### config.mk
export PLATFORM = sky130hd
export DESIGN_NAME = dfault_escalator
export DESIGN_NICKNAME = d
export VERILOG_FILES = /design/src/rtl/dfault_escalator.sv
export SDC_FILE = /design/constraint.sdc
export NUM_CORES = 1
export LEC_CHECK = 0
export CORE_ASPECT_RATIO = 1.2
export CORE_UTILIZATION = 46
export CTS_CLUSTER_SIZE = 12
export DETAILED_ROUTE_END_ITERATION = 7
export PLACE_DENSITY = 0.86
export SLEW_MARGIN = 25
export SYNTH_ARGS = -nofsm -noshare
export SYNTH_HDL_FRONTEND = slang
export SYNTH_SLANG_ARGS = --single-unit
### constraint.sdc
create_clock -name clk -period 4.3 [get_ports clk]
set_clock_uncertainty 0.05 [all_clocks]
set_input_delay 0.645 -clock clk [delete_from_list [all_inputs] [get_ports clk]]
set_output_delay 0.645 -clock clk [all_outputs]
set_load 0.005 [all_outputs]
### src/rtl/dfault_escalator.sv
module dfault_escalator #(
  parameter int VEC_W  = 8,
  parameter int DF_VEC = 8,
  parameter int PF_VEC = 14
) (
  input  logic             clk,
  input  logic             rst_n,
  input  logic             raise_vld,
  input  logic [VEC_W-1:0] raise_vec,
  input  logic             raise_intr,
  input  logic             dlv_start,
  input  logic             dlv_done,
  output logic             out_vld,
  output logic [VEC_W-1:0] out_vec,
  output logic             out_dbl,
  output logic             shutdown
);

  typedef enum logic [2:0] {C_IDLE, C_BEN, C_CON, C_PF, C_DF} cls_t;

  cls_t cls_q, cls_eff, cls_new;
  logic inv_q, inv_eff;
  logic sev_new, esc, kill;

  always_comb begin
    if (raise_intr)
      cls_new = C_BEN;
    else if (raise_vec == VEC_W'(PF_VEC))
      cls_new = C_PF;
    else if (raise_vec == '0 || (raise_vec >= VEC_W'(10) && raise_vec <= VEC_W'(13)))
      cls_new = C_CON;
    else
      cls_new = C_BEN;
  end

  assign cls_eff = dlv_done ? C_IDLE : cls_q;
  assign inv_eff = inv_q && !dlv_done;
  assign sev_new = (cls_new == C_CON) || (cls_new == C_PF);

  assign esc  = raise_vld && inv_eff &&
                ((cls_eff == C_CON && cls_new == C_CON) ||
                 (cls_eff == C_PF  && sev_new));
  assign kill = raise_vld && inv_eff && cls_eff == C_DF && sev_new;

  always_ff @(posedge clk) begin
    if (!rst_n) begin
      cls_q    <= C_IDLE;
      inv_q    <= 1'b0;
      out_vld  <= 1'b0;
      out_vec  <= '0;
      out_dbl  <= 1'b0;
      shutdown <= 1'b0;
    end else begin
      out_vld <= 1'b0;
      out_dbl <= 1'b0;
      cls_q   <= cls_eff;
      inv_q   <= inv_eff;
      if (shutdown) begin
        inv_q <= 1'b0;
      end else if (kill) begin
        shutdown <= 1'b1;
        inv_q    <= 1'b0;
      end else if (esc) begin
        out_vld <= 1'b1;
        out_vec <= VEC_W'(DF_VEC);
        out_dbl <= 1'b1;
        cls_q   <= C_DF;
        inv_q   <= 1'b0;
      end else if (raise_vld) begin
        out_vld <= 1'b1;
        out_vec <= raise_vec;
        cls_q   <= cls_new;
        inv_q   <= 1'b0;
      end else if (dlv_start && cls_eff != C_IDLE) begin
        inv_q <= 1'b1;
      end
    end
  end

endmodule


==> impl_metrics.tcl, run 1 <==
set metrics [dict create \
    status "finished, final reports clean" \
    synth_top_area_cell "dfxtp_1" \
    critical_path_arrival_ps 2620 \
    critPathKind "in2reg" \
    grt_overflow 0 \
    grt_use_total_pct 21.7 \
    max_freq_mhz 407 \
    yosysTopAreaCellShare_pct 41.6 \
    cts-hold-fix-buffers 0 \
    drt_first_pass_iters 4 \
    tightest_slew_ps 688 \
    p_comb_share_pct 18.0 \
    via_per_inst 5.54 \
    period_minus_slack_ps 2460 \
    endpoint_kind "register" \
    path_clk_slew_ps 90 \
    synthFlopType "dfxtp_1" \
    swShare_pct 25.3 \
    max_cap_violations 0 \
    cts_setup_buffers 0 \
    whs_ps 419 \
    avgSynthCellArea_sq_um 8.70 \
    synth_area_leaders "dfxtp_1 (42%), nand3_1 (5.5%), nand2_1 (4.7%)" \
    tritoncts "done" \
    rr_worst_depth 5 \
    power.ir.vdd_worst_mv 0.221 \
    antenna_cells 0 \
    area_growth_pct 38.3 \
    yosysWarnings 0 \
    setup_violations 0 \
    worstSkewPairLatency_ps 280 \
    route.vias.total 692 \
    start_util_pct 50.0 \
    startpoint "raise_vec[2]" \
    final_hold_viol_count 0 \
    routed_wirelength_mm 1.62 \
    io_pins 25 \
    grt_max_degree 21 \
    rr_startpoint "cls_q[0]$_SDFF_PN0_" \
    synth_edf_count 0 \
    p_per_area_mw_per_mm2 277 \
    die_y_microns 45.4 \
    rows 15 \
    design.die.area_sq_mm 0.00173 \
    rrSetupSlack_ps 2730 \
    period_share_pct 57.1 \
    h-tree-depth 1 \
    dp_hpwl_mm 1.18 \
    intPower_w 0.000206 \
    route.antenna.remaining_nets 0 \
    hold_path_class "reg2reg" \
    cts_buffers 3 \
    synth_area_sq_um 722 \
    syn_nets 97 \
    layout-drive-gt1-share_pct 10.2 \
    gp_congestion 0.855 \
    grt_antenna_before_repair 0 \
    numPortBuffers 24 \
    fin_tns_setup_ps 0 \
    synth_cell_types 31 \
    syn_inst 83 \
    core_sq_mm 0.00145 \
    fin_total_pwr_w 0.000276 \
    netlist_top_cells_count "dfxtp_1 (15), nand2_1 (9), nor2_1 (9)" \
    async_flop_share_pct 0 \
    maxSlewViolCount 0 \
    cp-endpoint "out_vec[3]$_SDFFE_PN0P_" \
    post_drt_wl_per_cell_microns 12.9 \
    drt_iter0_drc 13 \
    cp-start-kind "input pin" \
    reg2reg_to "cls_q[0]$_SDFF_PN0_" \
    required_ps 4460 \
    cts_root_buf "clkbuf_4" \
    die_w_microns 38.2 \
    seqPwrFrac_pct 53.4 \
    synth_seq_area_share_pct 41.6 \
    cts-resized-gates 0 \
    num-nets-final 123 \
    grt_setup_unrepaired "false" \
    slew_headroom_pct 54.0 \
    clockBufferDepth 2 \
    p_sw_w 0.0000699 \
    cp_max_fo 17 \
    drc 0 \
    grt_pass1_vias 616 \
    grt_first_pass_wirelength_mm 2.58 \
    hp-start "out_vec[2]$_SDFFE_PN0P_" \
    cts_sinks 15 \
    leakage_nw 0.359 \
    fill_cells 121 \
    clkPwrFrac_pct 28.6 \
    synth_most_common_cell "dfxtp_1" \
    synth_seq_cells 15 \
]
per-layer routing:
metal | track usage [%] | share of wire (%) | vias to the layer above | wire length [microns]
met5 | 0 | 0 | - | 0
met2 | 32.5 | 48 | 19 | 779
li1 | - | - | 355 | -
met1 | 27.9 | 45 | 313 | 721
met3 | 2.94 | 4.2 | 5 | 68
met4 | 16.4 | 2.8 | 0 | 45
cells in the final DEF (no fill, tap or decap), types with 2 or more instances in the layout:
cell type	n
clkdlybuf4s50_1	24
dfxtp_1	15
nor2_1	9
nand2_1	9
nand3_1	8
o21ai_0	5
nor3_1	4
nand2b_1	3
o31ai_1	3
clkbuf_4	3
o21a_1	2
nor4_2	2
inv_1	2
sequential cells by signal, summed over array words and instances, names as in the netlist:
signal	flops
out_dbl	1
out_vec	8
cls_q	3
shutdown	1
inv_q	1
out_vld	1
power by group through the flow:
stage                      logic, W  clock network [W]  registers [W]
final                     0.0000497          0.0000791       0.000147
after global routing      0.0000539          0.0000869       0.000148
after CTS                 0.0000495          0.0000813       0.000148
after detailed placement  0.0000491                  0       0.000151
after global placement    0.0000481                  0       0.000150
after floorplan           0.0000200                  0       0.000151
cell families (layout without fill, tap and decap cells):
family	Yosys count	in the layout	synth area share, %
compound gates	19	19	19.6
xor+xnor	1	1	1.21
buf+inv	6	31	3.81
flops	15	15	41.6
simple gates	42	42	33.8
area by class of cell:
type	count	area [sq um]	area share, %
inverters	2	7.51	0.752
clock inverters	1	5.00	0.501
clock buffers	3	22.5	2.26
repair buffers	25	248	24.8
well taps	17	21.3	2.13
flip-flops and latches	15	300	30.1
multi-input cells	62	394	39.5
per-stage QoR:
stage	area (sq um)	util [%]	cells	setup slack [ps]
2_1_floorplan	722	-	83	2350
5_1_grt	998	69.1	125	1670
4_1_cts	998	69.1	125	1840
3_5_place_dp	971	67.2	121	1550
3_3_place_gp	971	67.2	121	1630
6_report	998	69.1	125	1840
critical path, stage by stage:
cell,delay [ps]
clkdlybuf4s50_1,520
nor4_2,380
a21oi_1,140
o31ai_2,380
buf_4,280
nor3_1,80
a211oi_2,200
worst min-delay path by stage:
stage	end	cells after the start
floorplan	out_vec[3]$_SDFFE_PN0P_	2
detailed placement	out_vec[3]$_SDFFE_PN0P_	2
finish	out_vec[2]$_SDFFE_PN0P_	2
global route	out_vec[3]$_SDFFE_PN0P_	2
global placement	out_vec[3]$_SDFFE_PN0P_	2
CTS	out_vec[2]$_SDFFE_PN0P_	2
Note: power is estimated with default switching activity, not from simulation.
==> run 2: changes to the inputs <==
- CORE_UTILIZATION: 46 -> 39
- PLACE_DENSITY: 0.86 -> 0.78
- clock period: 4.3 -> 2.19 ns (I/O delays scaled with it)
==> run 2 against run 1 <==
Effect of this change: clock power increased by 98%; total power up 100%; routed wire length grew 9.7%; register-to-register slack got worse by 2100 ps; combinational power grew 120%; largest power group unchanged; sequential share of layout area down 2.5 points; via count increased by 5.6%; largest cell class unchanged.
==> impl_metrics.tcl, run 2 (synthesis results as in run 1) <==
set metrics [dict create \
    area_growth_pct 50.8 \
    period_minus_slack_ps 1930 \
    start_util_pct 42.9 \
    p_comb_share_pct 19.9 \
    status "finished, final reports clean" \
    fill_cells 150 \
    swShare_pct 24.7 \
    via_per_inst 5.30 \
    reg2reg_to "cls_q[0]$_SDFF_PN0_" \
    tightest_slew_ps 441 \
    hold_path_end "out_vec[3]$_SDFFE_PN0P_" \
    met3_usage_pct 4.57 \
    rr_worst_depth 5 \
    layout_commonest_cell "clkdlybuf4s50_1" \
    maxSlewViolCount 0 \
    grt_overflow 0 \
    cts-hold-fix-buffers 0 \
    drt_iter0_drc 5 \
    hold_path_class "reg2reg" \
    post_drt_wl_per_cell_microns 12.8 \
    cts_root_buf "clkbuf_4" \
    seqPwrFrac_pct 51.9 \
    fin_cells 138 \
    rrSetupSlack_ps 680 \
    setup_ws_ps 258 \
    final_cell_mix "clkdlybuf4s50_1 (24), dfxtp_1 (15), buf_4 (13)" \
    rows 16 \
    worstSkewPairLatency_ps 280 \
    leakage_nw 0.415 \
    grt_use_total_pct 20.9 \
    required_ps 2320 \
    drt_first_pass_iters 4 \
    design.die.area_sq_mm 0.00203 \
    max_cap_violations 0 \
    intPower_w 0.000419 \
    placed_cells 134 \
    numPortBuffers 24 \
    critical_path_arrival_ps 2060 \
    rr_startpoint "cls_q[0]$_SDFF_PN0_" \
    p_per_area_mw_per_mm2 512 \
    h-tree-depth 1 \
    route.antenna.remaining_nets 0 \
    grt_antenna_before_repair 0 \
    largest_reg_flops 8 \
    final_hold_viol_count 0 \
    cp_max_fo 5 \
    hp-start "out_vec[3]$_SDFFE_PN0P_" \
    grt_max_degree 16 \
    gr-usage-met1_pct 26.2 \
    num-nets-final 135 \
    antenna_cells 0 \
    io_pins 25 \
    clockBufferDepth 2 \
    whs_path_depth 2 \
    fin_total_pwr_w 0.000557 \
    slew_headroom_pct 70.2 \
    cts_sinks 15 \
    final_util_pct 64.7 \
    cts_buffers 3 \
    period_share_pct 88.2 \
    cts_setup_buffers 0 \
    setup_violations 0 \
    power.ir.vdd_worst_mv 0.332 \
    die_w_microns 41.3 \
    grt_first_pass_wirelength_mm 2.96 \
    dp_hpwl_mm 1.38 \
    max_freq_mhz 518 \
    endpoint_kind "register" \
    layout-drive-gt1-share_pct 18.3 \
    core_sq_mm 0.00168 \
    regMostFlops "out_vec" \
    gr-usage-met2_pct 31.0 \
    busiest_layer "met2" \
    cp-start-kind "input pin" \
    p_sw_w 0.000138 \
    tritoncts "done" \
    cts-resized-gates 0 \
    clkPwrFrac_pct 28.1 \
    route.vias.total 731 \
    critPathKind "in2reg" \
    grt_pass1_vias 720 \
    pre_cts_slack_ps -37.5 \
    reg_top3 "out_vec x8, cls_q x3" \
    grt_setup_unrepaired "false" \
    path_clk_slew_ps 80 \
    gp_congestion 0.959 \
    drc 0 \
    die_y_microns 49.1 \
    routed_wirelength_mm 1.77 \
]
-- run 2: worst max-delay path by stage --
stage | from | end
6_report | dlv_done | cls_q[0]$_SDFF_PN0_
5_1_grt | dlv_done | cls_q[0]$_SDFF_PN0_
4_1_cts | dlv_done | cls_q[0]$_SDFF_PN0_
3_5_place_dp | dlv_done | cls_q[0]$_SDFF_PN0_
3_3_place_gp | dlv_done | cls_q[0]$_SDFF_PN0_
2_1_floorplan | dlv_done | cls_q[0]$_SDFF_PN0_
-- run 2: per-layer routing --
| metal | vias to the layer above | part of all wire (%) |
|---|---|---|
| met3 | 6 | 4.0 |
| met2 | 26 | 49 |
| met5 | - | 0 |
| li1 | 378 | - |
| met4 | 0 | 3.2 |
| met1 | 321 | 43 |
-- run 2: layout make-up --
type | instances | area [sq um] | area share (%)
tap | 18 | 22.5 | 2.07
timing repair buffer | 37 | 338 | 31.0
clock buffer | 4 | 26.3 | 2.41
multi-input combinational | 62 | 394 | 36.2
inverter | 2 | 7.51 | 0.690
sequential | 15 | 300 | 27.6
-- run 2: worst max-delay path: stages --
cell	delay, ps
clkdlybuf4s50_1	450
nor4_2	300
nand4_2	210
nor4_4	470
a211oi_1	110
o21a_1	190
-- run 2: power groups by stage --
stage | sequential [W] | combinational, W | clock, W
CTS | 0.000289 | 0.000111 | 0.000162
floorplan | 0.000296 | 0.0000393 | 0
detailed placement | 0.000296 | 0.000111 | 0
global route | 0.000291 | 0.000122 | 0.000180
global placement | 0.000295 | 0.000110 | 0
finish | 0.000289 | 0.000111 | 0.000157
-- run 2: per-stage QoR --
stage | hold slack, ps | setup TNS, ps | instance area, sq um
after detailed placement | 405 | -63.9 | 1060
final | 413 | 0 | 1090
after global placement | 402 | 0 | 1060
after global routing | 447 | 0 | 1090
after floorplan | 408 | 0 | 722
after CTS | 418 | 0 | 1090
==> run 3: changes to the inputs <==
- CORE_MARGIN: not set -> 2
- CTS_CLUSTER_DIAMETER: not set -> 60
- REMOVE_ABC_BUFFERS: not set -> 1
==> run 3 against run 2 <==
Effect of this change: final cell count is 0.72% higher; total power is 2.2% higher; die area is 9.1% higher; first-iteration DRC count grew to 2.8 times the previous value; global-route usage is 2.4 points lower; maximum frequency is 0.15% lower; worst hold slack better by 9.7 ps; clock power is 6% higher; register-to-register slack better by 20 ps; utilization is 3.0 points lower; count of clock-buffer cells in the layout is 1 lower.
==> impl_metrics.tcl, run 3 (synthesis results as in run 1) <==
set metrics [dict create \
    cp_slowest_cell "clkdlybuf4s50_1" \
    period_minus_slack_ps 1940 \
    h-tree-depth 1 \
    die_y_microns 51.1 \
    period_share_pct 88.4 \
    grt_first_pass_wirelength_mm 3.06 \
    status "finished, final reports clean" \
    p_comb_share_pct 20.0 \
    final_util_pct 61.8 \
    final_hold_viol_count 0 \
    cts-resized-gates 0 \
    setup_violations 0 \
    cp_num_buf_inv 3 \
    final_area_sq_mm 0.00110 \
    route.antenna.remaining_nets 0 \
    routed_wirelength_mm 1.85 \
    swShare_pct 26.6 \
    intPower_w 0.000418 \
    design.die.area_sq_mm 0.00221 \
    grt_setup_unrepaired "false" \
    max_cap_violations 0 \
    slowest_delay_ps 490 \
    cts-hold-fix-buffers 0 \
    fin_total_pwr_w 0.000569 \
    power.ir.vdd_worst_mv 0.296 \
    regMostFlops "out_vec" \
    tightest_slew_ps 507 \
    fin_tns_setup_ps 0 \
    p_per_area_mw_per_mm2 516 \
    antenna_cells 0 \
    numPortBuffers 24 \
    cts_buffers 3 \
    gp_congestion 0.955 \
    route.vias.total 777 \
    required_ps 2350 \
    worstSkewPairLatency_ps 300 \
    drt_iter0_drc 14 \
    final_cell_mix "clkdlybuf4s50_1 (24), dfxtp_1 (15), buf_4 (12)" \
    num-nets-final 135 \
    leakage_nw 0.423 \
    drc 0 \
    p_sw_w 0.000151 \
    startpoint "raise_vec[3]" \
    grt_use_total_pct 18.5 \
    maxSlewViolCount 0 \
    io_pins 25 \
    area_growth_pct 52.9 \
    layout-drive-gt1-share_pct 19.2 \
    via_per_inst 5.59 \
    tritoncts "done" \
    layout_commonest_cell "clkdlybuf4s50_1" \
    place_area_sq_mm 0.00108 \
    reg_top3 "out_vec x8, cls_q x3" \
    cp_max_fo 12 \
    path_delay_family "buffers and inverters" \
    start_util_pct 40.4 \
    seqPwrFrac_pct 50.9 \
    hp-start "out_vec[3]$_SDFFE_PN0P_" \
    worstPathCellList "clkdlybuf4s50_1 > nor4_2 > a21oi_1 > o31ai_2 > buf_4 > buf_12 > nand3_1 > o31ai_1" \
    whs_ps 423 \
    cp-start-kind "input pin" \
    cts_setup_buffers 0 \
    cts_sinks 15 \
    clkPwrFrac_pct 29.2 \
    grt_pass1_vias 774 \
    clockBufferDepth 2 \
    drt_first_pass_iters 4 \
    cts_root_buf "clkbuf_4" \
    hold_path_class "reg2reg" \
    core_sq_mm 0.00179 \
    slew_headroom_pct 66.1 \
    rows 17 \
    endpoint_kind "register" \
    critPathKind "in2reg" \
    path_clk_slew_ps 100 \
    grt_antenna_before_repair 0 \
    grt_overflow 0 \
    max_freq_mhz 517 \
    critical_path_arrival_ps 2100 \
    dp_hpwl_mm 1.48 \
    rr_startpoint "cls_q[0]$_SDFF_PN0_" \
    die_w_microns 43.3 \
    post_drt_wl_per_cell_microns 13.3 \
    largest_reg_flops 8 \
    grt_max_degree 14 \
]
[run 3: cell types whose count changed in the layout (fill, tap and decap cells not counted), sizes merged]
cell and change:
clkinv +1, clkbuf -1
[run 3: path summary, 6_finish.rpt]
path | to | slack, ps | cells after the start
setup reg to reg | cls_q[2]$_SDFF_PN0_ | 700 | 6
setup / recovery | out_vec[1]$_SDFFE_PN0P_ | 250 | 8
hold / removal | out_vec[3]$_SDFFE_PN0P_ | 420 | 2
hold reg to reg | out_vec[3]$_SDFFE_PN0P_ | 420 | 2
[run 3: tightest hold or removal path: stages, from the launching register on]
cell and delay [ps]:
dfxtp_1 320, inv_1 60, a211oi_2 50
[run 3: area by class of cell]
cell class	instances	area (sq um)
tap	19	23.8
multi-input combinational	62	394
clock buffer	3	22.5
timing repair buffer	37	350
sequential	15	300
clock inverter	1	5.00
fill	164	683
inverter	2	7.51
[run 3: power by group through the flow]
stage,logic (W),clock network (W),registers (W)
2_1_floorplan,0.0000332,0,0.000296
3_3_place_gp,0.000111,0,0.000295
3_5_place_dp,0.000113,0,0.000296
4_1_cts,0.000114,0.000170,0.000290
5_1_grt,0.000123,0.000183,0.000291
6_report,0.000114,0.000166,0.000289
[run 3: metrics by stage]
| stage | cells | worst slack [ps] |
|---|---|---|
| floorplan | 79 | 154 |
| global placement | 135 | 22.4 |
| detailed placement | 135 | -31.5 |
| CTS | 139 | 268 |
| global route | 139 | 142 |
| finish | 139 | 255 |
[run 3: layer usage]
layer  share of wire, %  vias up  GRT usage, %
met5                  0        -             0
met4                2.8        0          13.6
met3                4.3        5          4.59
met2                 52       22          32.1
met1                 41      373          18.7
li1                   -      377             -
